## src/rtl/rlt_pkg.sv

```systemverilog
package rlt_pkg;
    localparam int LINE_W   = 9;
    localparam int ANIM_W   = 3;
    localparam int PERIOD_W = 8;
    localparam int HALF_W   = 16;
    localparam int POS_W    = 2 * HALF_W;
    localparam int IRQ_N    = 3;

    localparam logic [LINE_W-1:0] LINE_FIRST   = 9'h0F8;
    localparam logic [LINE_W-1:0] LINE_LAST    = 9'h1FF;
    localparam logic [LINE_W-1:0] TOP_FIRST    = 9'h100;
    localparam logic [LINE_W-1:0] ACTIVE_FIRST = 9'h110;
    localparam logic [LINE_W-1:0] BOTTOM_FIRST = 9'h1F0;

    localparam int IRQ_VBL    = 2;
    localparam int IRQ_RASTER = 1;
    localparam int IRQ_EXT    = 0;

    typedef enum logic [1:0] {
        PH_SYNC   = 2'd0,
        PH_TOP    = 2'd1,
        PH_ACTIVE = 2'd2,
        PH_BOTTOM = 2'd3
    } phase_e;

    typedef enum logic [1:0] {
        SEL_CTRL   = 2'd0,
        SEL_POS_HI = 2'd1,
        SEL_POS_LO = 2'd2,
        SEL_ACK    = 2'd3
    } sel_e;

    // control word bits 15:3
    typedef struct packed {
        logic [PERIOD_W-1:0] period;          // 15:8
        logic                reload_on_zero;  // 7
        logic                reload_on_frame; // 6
        logic                load_on_write;   // 5
        logic                raster_en;       // 4
        logic                anim_off;        // 3
    } ctrl_t;

    function automatic phase_e phase_of(input logic [LINE_W-1:0] l);
        if (l < TOP_FIRST)         return PH_SYNC;
        else if (l < ACTIVE_FIRST) return PH_TOP;
        else if (l < BOTTOM_FIRST) return PH_ACTIVE;
        else                       return PH_BOTTOM;
    endfunction
endpackage

```

## src/rtl/rlt_line_counter.sv

```systemverilog
module rlt_line_counter
    import rlt_pkg::*;
(
    input  logic              clk,
    input  logic              rst,
    input  logic              line_end,
    output logic [LINE_W-1:0] line,
    output logic              frame_wrap
);
    assign frame_wrap = line_end && (line == LINE_LAST);

    always_ff @(posedge clk) begin
        if (rst)
            line <= LINE_FIRST;
        else if (line_end)
            line <= frame_wrap ? LINE_FIRST : line + 1'b1;
    end
endmodule

```

## src/rtl/rlt_anim_counter.sv

```systemverilog
module rlt_anim_counter #(
    parameter int PER_W = 8,
    parameter int CNT_W = 3
) (
    input  logic             clk,
    input  logic             rst,
    input  logic             frame_tick,
    input  logic             hold,
    input  logic [PER_W-1:0] period,
    output logic [CNT_W-1:0] anim
);
    logic [PER_W-1:0] pre_q;

    always_ff @(posedge clk) begin
        if (rst) begin
            pre_q <= '0;
            anim  <= '0;
        end else if (frame_tick && !hold) begin
            if (pre_q == period) begin
                pre_q <= '0;
                anim  <= anim + 1'b1;
            end else begin
                pre_q <= pre_q + 1'b1;
            end
        end
    end
endmodule

```

## src/rtl/rlt_raster_countdown.sv

```systemverilog
module rlt_raster_countdown #(
    parameter int W = 32
) (
    input  logic         clk,
    input  logic         rst,
    input  logic         pix_ce,
    input  logic         load_now,
    input  logic [W-1:0] load_val,
    input  logic         frame_reload,
    input  logic         zero_reload,
    input  logic [W-1:0] reload_val,
    input  logic         enable,
    output logic         hit
);
    logic [W-1:0] cnt_q;
    logic         expire;

    assign expire = pix_ce && (cnt_q == W'(1)) && !load_now && !frame_reload;
    assign hit    = expire && enable;

    always_ff @(posedge clk) begin
        if (rst)
            cnt_q <= '0;
        else if (load_now)
            cnt_q <= load_val;
        else if (frame_reload)
            cnt_q <= reload_val;
        else if (expire)
            cnt_q <= zero_reload ? reload_val : '0;
        else if (pix_ce && (cnt_q != '0))
            cnt_q <= cnt_q - 1'b1;
    end
endmodule

```

## src/rtl/raster_line_timer.sv

```systemverilog
module raster_line_timer
    import rlt_pkg::*;
(
    input  logic              clk,
    input  logic              rst,
    input  logic              pix_ce,
    input  logic              line_end,
    input  logic              frame_50hz,
    input  logic              ext_irq_evt,
    input  logic              wr_en,
    input  logic [1:0]        wr_sel,
    input  logic [HALF_W-1:0] wr_data,
    output logic [HALF_W-1:0] status_word,
    output logic [1:0]        video_phase,
    output logic [IRQ_N-1:0]  irq_pending,
    output logic              irq
);
    ctrl_t              ctrl_q;
    logic [POS_W-1:0]   pos_q;
    logic [LINE_W-1:0]  line_q;
    logic [ANIM_W-1:0]  anim_q;
    logic [IRQ_N-1:0]   pend_q;
    logic               frame_wrap;
    logic               raster_hit;
    logic               load_now;
    logic [IRQ_N-1:0]   events;
    logic [IRQ_N-1:0]   ack_mask;
    sel_e               sel;

    assign sel = sel_e'(wr_sel);

    rlt_line_counter u_line (
        .clk        (clk),
        .rst        (rst),
        .line_end   (line_end),
        .line       (line_q),
        .frame_wrap (frame_wrap)
    );

    rlt_anim_counter #(.PER_W(PERIOD_W), .CNT_W(ANIM_W)) u_anim (
        .clk        (clk),
        .rst        (rst),
        .frame_tick (frame_wrap),
        .hold       (ctrl_q.anim_off),
        .period     (ctrl_q.period),
        .anim       (anim_q)
    );

    assign load_now = wr_en && (sel == SEL_POS_LO) && ctrl_q.load_on_write;

    rlt_raster_countdown #(.W(POS_W)) u_cdown (
        .clk          (clk),
        .rst          (rst),
        .pix_ce       (pix_ce),
        .load_now     (load_now),
        .load_val     ({pos_q[POS_W-1:HALF_W], wr_data}),
        .frame_reload (frame_wrap && ctrl_q.reload_on_frame),
        .zero_reload  (ctrl_q.reload_on_zero),
        .reload_val   (pos_q),
        .enable       (ctrl_q.raster_en),
        .hit          (raster_hit)
    );

    always_ff @(posedge clk) begin
        if (rst) begin
            ctrl_q <= '0;
            pos_q  <= '0;
        end else if (wr_en) begin
            case (sel)
                SEL_CTRL:   ctrl_q                 <= ctrl_t'(wr_data[HALF_W-1:3]);
                SEL_POS_HI: pos_q[POS_W-1:HALF_W]  <= wr_data;
                SEL_POS_LO: pos_q[HALF_W-1:0]      <= wr_data;
                default:    ;
            endcase
        end
    end

    always_comb begin
        events             = '0;
        events[IRQ_VBL]    = frame_wrap;
        events[IRQ_RASTER] = raster_hit;
        events[IRQ_EXT]    = ext_irq_evt;
        ack_mask = (wr_en && sel == SEL_ACK) ? wr_data[IRQ_N-1:0] : '0;
    end

    always_ff @(posedge clk) begin
        if (rst) pend_q <= '0;
        else     pend_q <= (pend_q | events) & ~ack_mask;
    end

    assign status_word = {line_q, 3'b000, frame_50hz, anim_q};
    assign video_phase = phase_of(line_q);
    assign irq_pending = pend_q;
    assign irq         = |pend_q;
endmodule

```

## config.mk

```make
export PLATFORM = sky130hd
export DESIGN_NAME = raster_line_timer
export DESIGN_NICKNAME = d
export VERILOG_FILES = /design/src/rtl/rlt_pkg.sv /design/src/rtl/rlt_line_counter.sv /design/src/rtl/rlt_anim_counter.sv /design/src/rtl/rlt_raster_countdown.sv /design/src/rtl/raster_line_timer.sv
export SDC_FILE = /design/constraint.sdc
export NUM_CORES = 1
export LEC_CHECK = 0
export ABC_AREA = 1
export BUFFER_PORTS_ARGS = -buffer_cell sky130_fd_sc_hd__buf_2
export CELL_PAD_IN_SITES_DETAIL_PLACEMENT = 0
export CELL_PAD_IN_SITES_GLOBAL_PLACEMENT = 1
export CORE_UTILIZATION = 47
export CTS_BUF_LIST = sky130_fd_sc_hd__clkbuf_8
export CTS_CLUSTER_DIAMETER = 200
export DETAILED_ROUTE_END_ITERATION = 6
export PLACE_DENSITY_LB_ADDON = 0.1
export SLEW_MARGIN = 40
export SYNTH_ARGS = -nofsm -noshare
export SYNTH_HDL_FRONTEND = slang
export SYNTH_SLANG_ARGS = --single-unit
export TNS_END_PERCENT = 10
```

## constraint.sdc

```tcl
create_clock -name clk -period 4.2 [get_ports clk]
set_clock_uncertainty 0.2 [all_clocks]
set_input_delay 0.42 -clock clk [delete_from_list [all_inputs] [get_ports clk]]
set_output_delay 0.42 -clock clk [all_outputs]
set_load 0.02 [all_outputs]
```

After elaboration in Yosys (flattened, before gate mapping)
Index checks and enable logic that the tools add are counted.
Storage, ports and cells
  input port bits: 25
  bits in latches: 0
  flip-flop bits (word level): 100
  output and inout port bits: 22
  bits in writable memories: 0
  logic and storage cells: 62
  bits in read-only memories: 0
  memories: 0
Operators by class
  add/sub/neg operators: 4
  equal/unequal tests: 6
  shifts and indexed selects: 0
  div/mod/pow operators: 0
  bitwise operators: 3
  reductions and logical operators: 22
  multiply operators: 0
  $lt $le $gt $ge: 3
  multiplexer cells: 11
Operators by type and width (number)
  two-way mux 32 bit: 5
  equality test 32 x 1 -> 1 bit (second input constant): 1
  nonzero test 32 bit: 1
  subtractor 32 x 1 -> 32 bit (second input constant): 1
  less-than comparator 9 bit (second input constant): 3
  logical AND 1 bit: 11
  adder 9 x 1 -> 9 bit (second input constant): 1
  equality test 9 bit (second input constant): 1
  two-way mux 9 bit: 1
  adder 8 x 1 -> 8 bit (second input constant): 1
  equality test 8 bit: 1
  two-way mux 8 bit: 1
  AND reduction 2 bit: 4
  equality test 2 bit (second input constant): 2
  two-way mux 2 bit: 2
  nonzero test 4 bit: 1
  adder 3 x 1 -> 3 bit (second input constant): 1
  AND 3 bit: 1
  zero test 1 bit: 3
  two-way mux 3 bit: 1
  NOT 3 bit: 1
  OR 3 bit: 1
  OR reduction 3 bit: 1
  equality test 2 x 1 -> 1 bit (second input constant): 1
  2 further kinds: 2

Longest topological paths before layout
  word-level depth: 9
  gate-level depth with buffers: 17
  mapped depth without buffers: 16

By module
From an unflattened synthesis, not the netlist that was laid out.
Second synthesis, totals
  cells, all modules: 995
  area, all modules: 6110.9 um2
Modules (own cells, without submodules)
  rlt_raster_countdown: seq. area each 640.6 um2, area an instance 2723.9 um2, cells an instance 465, instances 1
  raster_line_timer: seq. area each 960.9 um2, area an instance 2115.8 um2, cells an instance 325, instances 1
  rlt_anim_counter: seq. area each 220.2 um2, area an instance 805.8 um2, cells an instance 143, instances 1
  rlt_line_counter: seq. area each 180.2 um2, area an instance 465.4 um2, cells an instance 62, instances 1

Worst setup path before layout
No wires, ideal clock.
  path type: register to register
  from: register u_line.line[1]
  to: register u_anim.pre_q[7]
  clock period less this slack: 2.582 ns
  buffers on the path: 0
  arrival time: 2.260 ns
  setup slack: 1.618 ns
  cell stages (with the launch flop): 14
  library setup time: 0.121 ns
  data required time: 3.879 ns
  path through: dfxtp_1 ha_1 nand2_1 nor3_1 and3_1 ha_1 nand2_1 nor2_1 inv_2 nor2_1 nand3_1 nor3b_1 xnor2_1 nor2_1
On the way
  cells in the longest elaborated chain, start to end: 3
RTL lines
  from (decl): line rlt_line_counter.sv:7  | output logic [LINE_W-1:0] line,
  from (signal assigned): line rlt_line_counter.sv:16  | line <= frame_wrap ? LINE_FIRST : line + 1'b1;
  equality test 9 bit: line rlt_line_counter.sv:10  | assign frame_wrap = line_end && (line == LINE_LAST);
  logical AND 1 bit: line rlt_line_counter.sv:10
  logical AND 1 bit: line rlt_anim_counter.sv:18  | end else if (frame_tick && !hold) begin
  to (signal assigned): line rlt_anim_counter.sv:23  | pre_q <= pre_q + 1'b1;
  to (decl): line rlt_anim_counter.sv:12  | logic [PER_W-1:0] pre_q;
Every way passes these cells.
A chain may end at the register's enable or synchronous reset.

Worst setup path after layout
  from: register u_line.line[1]
  to: register u_cdown.cnt_q[20]
On the way
  cells in the longest elaborated chain, start to end: 8
  elaborated cells on any way between the ends: 9
  those cells by class: 1 x eq/ne; 3 x mux; 5 x reduce/logical
RTL lines
  equality test 9 bit *: line rlt_line_counter.sv:10
  logical AND 1 bit *: line rlt_line_counter.sv:10
  logical AND 1 bit *: line raster_line_timer.sv:57  | .frame_reload (frame_wrap && ctrl_q.reload_on_frame),
  zero test 1 bit: line rlt_raster_countdown.sv:18  | assign expire = pix_ce && (cnt_q == W'(1)) && !load_now && !frame_reload;
  logical AND 1 bit: line rlt_raster_countdown.sv:18
  two-way mux 32 bit: line rlt_raster_countdown.sv:28  | else if (expire)
  two-way mux 32 bit: line rlt_raster_countdown.sv:26  | else if (frame_reload)
  two-way mux 32 bit: line rlt_raster_countdown.sv:24  | else if (load_now)
  to (signal assigned): line rlt_raster_countdown.sv:25  | cnt_q <= load_val;
  to (signal assigned): line rlt_raster_countdown.sv:27  | cnt_q <= reload_val;
  to (signal assigned): line rlt_raster_countdown.sv:29  | cnt_q <= zero_reload ? reload_val : '0;
  to (decl): line rlt_raster_countdown.sv:15  | logic [W-1:0] cnt_q;
Mark *: on every way between the ends. The rest lies on a longest branch, timed or not.

==> flow_summary.ini <==
[routing]
finalWirelength_mm = 15.2
routedWlPerCell_um = 14.6
antenna_left = 0
vias = 5453
first_pass_iters = 7
drcViolationCount = 5
drt-vias-per-instance = 5.24
drtIter0Drc = 494

[timing]
max_slew.worst_pin.slew_ps = 780
timing.max_slew.rel_slack = 0.478
report.final.slew_viol_count = 0
grt_setup_unrepaired = no
hold_viol = 0
holdWs_ps = 78.2
fmax_ghz = 0.274
setup_violations = 0
fin_crit_ps = 3650
finalCritPeriodShare = 0.870
setup-tns-final_ps = 0

[synth]
synth_edf_count = 0
synthCells = 870
synth_top_area_cell = dfxtp_1
syn_area_sq_um = 5610
ys_ff_latch = 100
postSynthAreaPerCell_sq_um = 6.45
yosys_warnings = 0
netlist.area_leader.share = 0.357
ys_types = 37
async_flop_share = 0
synthFlopType = dfxtp_1
ys_seq_area_frac = 0.357
synthTopCellsByArea = dfxtp_1 (36%), nand2_1 (11%), nor2_1 (9.8%)

[worst_setup_path]
r2r_setup_slack_ps = 550
worstReg2RegStart = u_line.line[1]
ff2ff_path_depth = 16
critPathLaunch = u_line.line[1]
crit_required_ps = 4280
critical-path-slowest-cell = nand2_2
start_kind = register
critPathMaxStageDelay_ps = 600
path_buf_inv = 3
crit_top_cell = nand2_1
endpoint_kind = register
cp.arrival_ps = 3740
timing_worst_setup_path_type = reg -> reg
critPathTopFamily = simple AND/OR/NAND/NOR gates
cp.depth = 16
crit_chain = ha_1 -> nand2_1 -> nor3_1 -> and3_1 -> ha_1 -> nand2_1 -> inv_2 -> nand2_2 -> inv_2 -> o21bai_4 -> nor2_4 -> buf_4 -> nand2_2 -> nand2_1 -> nor2_1 -> nor2_1
crit_fanout = 40

[floorplan]
dieArea_sq_um = 12400
die_w_um = 111
core-area_sq_um = 11500
pin_count = 47
die_h_um = 111
initial_core_util = 0.487
rows = 39

[global_routing]
antenna_found_initial = 0
grt_pass1_wl_mm = 25.0
grt_pass1_vias = 4886
overflow = 0
grt_max_degree = 54
grt.total_usage = 0.255

[status]
failed_checks = DRC
status = finished with violations

[clocking]
cts_tree = built
clkTransAtPathRegs_ps = 110
cts_buffers = 9
h-tree-depth = 3
root_buffer = clkbuf_8
hold_buffers = 0
cts_sinks = 100
post_cts_resized = 0
clock_latency_ps = 400
clockBufferDepth = 2
cts_setup_buffers = 0

[cells_and_area]
diodes = 0
syn_to_final_growth_pct = 9.03
nets = 924
drive_gt1_frac = 0.115
fin_cells = 1041

[place]
dpl.hpwl_mm = 11.2
dp_cells = 1025
numPortBuffers = 41
gp_congestion = 0.917

[worst_hold_path]
hold_class = in -> reg
worstHoldPathCells = 3
min_from = ext_irq_evt

[power_and_ir_drop]
p_comb_frac = 0.181
p_int_w = 0.00149
seqPwrFrac = 0.478
p_sw_w = 0.000691
finalPower_w = 0.00219
swShare = 0.316
pwr_density_cell_nw_per_um2 = 357
irDropWorstVdd_mv = 0.299
clkPwrFrac = 0.341
leakage_nw = 2.98

[job]
maxCapViolCount = 0
path summary, 6_finish.rpt:
| check | to |
|---|---|
| worst min-delay path | irq_pending[0] |
| worst max register to register | u_cdown.cnt_q[20] |
| worst min register to register | pos_q[30] |
| worst max-delay path | u_cdown.cnt_q[20] |
power groups by stage:
stage,clock [W],combinational (W),sequential (W)
after floorplan,0,0.000293,0.00105
after global placement,0,0.000386,0.00106
after detailed placement,0,0.000390,0.00106
after CTS,0.000764,0.000392,0.00104
after global routing,0.000804,0.000446,0.00105
final,0.000745,0.000396,0.00104
synth_stat cells (all sizes together) (6+ instances only):
cell type  number
clkbuf         23
buf            14
dfxtp         100
xor2           12
nand4          14
nand2         169
ha              6
o21ai          79
nor2          155
xnor2          13
a21oi          58
inv           108
nor3            9
nand3          76
or2            13
area by class of cell:
type	count	area [sq um]
inverters	108	405
fillers	1205	5400
repair buffers	47	250
well taps	143	179
clock inverters	6	105
clock buffers	10	138
flip-flops and latches	100	2000
multi-input cells	627	3040
per-stage QoR:
stage	area (sq um)	worst slack, ps	utilization
2_1_floorplan	5620	1620	-
3_3_place_gp	5870	764	0.510
3_5_place_dp	5880	599	0.510
4_1_cts	6120	551	0.531
5_1_grt	6120	130	0.531
6_report	6120	547	0.531
cells by family after synthesis:
kind of cell    Yosys count  synth area share
fa+ha+maj                 6            0.0134
buf+inv                 145             0.104
compound gates          144             0.135
xor+xnor                 25            0.0390
simple gates            449             0.351
flops                   100             0.357
other cells               1          0.000668
placed cells by master, fill, tap and decap left out, types with 2 or more instances in the layout:
cell type  count
nor2_4         4
nand3b_1       4
conb_1         3
a21oi_1       58
nand3_1       73
or2_2         13
inv_2          8
clkbuf_8      10
xnor2_1       13
nor3b_1        4
nor2_2         5
buf_4          6
nand4_1       14
nand2_1      164
o21ai_1       24
bufinv_16      2
nand3_2        3
xor2_1        12
o21ai_0       54
nor3_1         9
nand2_2        4
nor2_1       146
buf_2         41
ha_1           6
dfxtp_1      100
nor4_1         2
inv_1        100
o22ai_1        2
a211oi_1       2
routing by layer:
metal / routed length [um] / vias up / part of all wire / track usage
li1: - / 2811 / - / -
met1: 7320 / 2455 / 0.48 / 0.361
met2: 6630 / 170 / 0.44 / 0.390
met3: 941 / 17 / 0.062 / 0.0530
met4: 286 / 0 / 0.019 / 0.0712
met5: 0 / - / 0 / 0
sequential cells by signal, indices dropped and copies added (netlist names):
signal	cells
u_anim.anim	3
pos_q	32
ctrl_q	13
irq_pending	3
u_line.line	9
u_cdown.cnt_q	32
u_anim.pre_q	8
worst min-delay path: stages:
cell and delay [ps]:
buf_2 80, o22ai_1 70, nor2_1 70
Power figures use the tool's default switching activity.
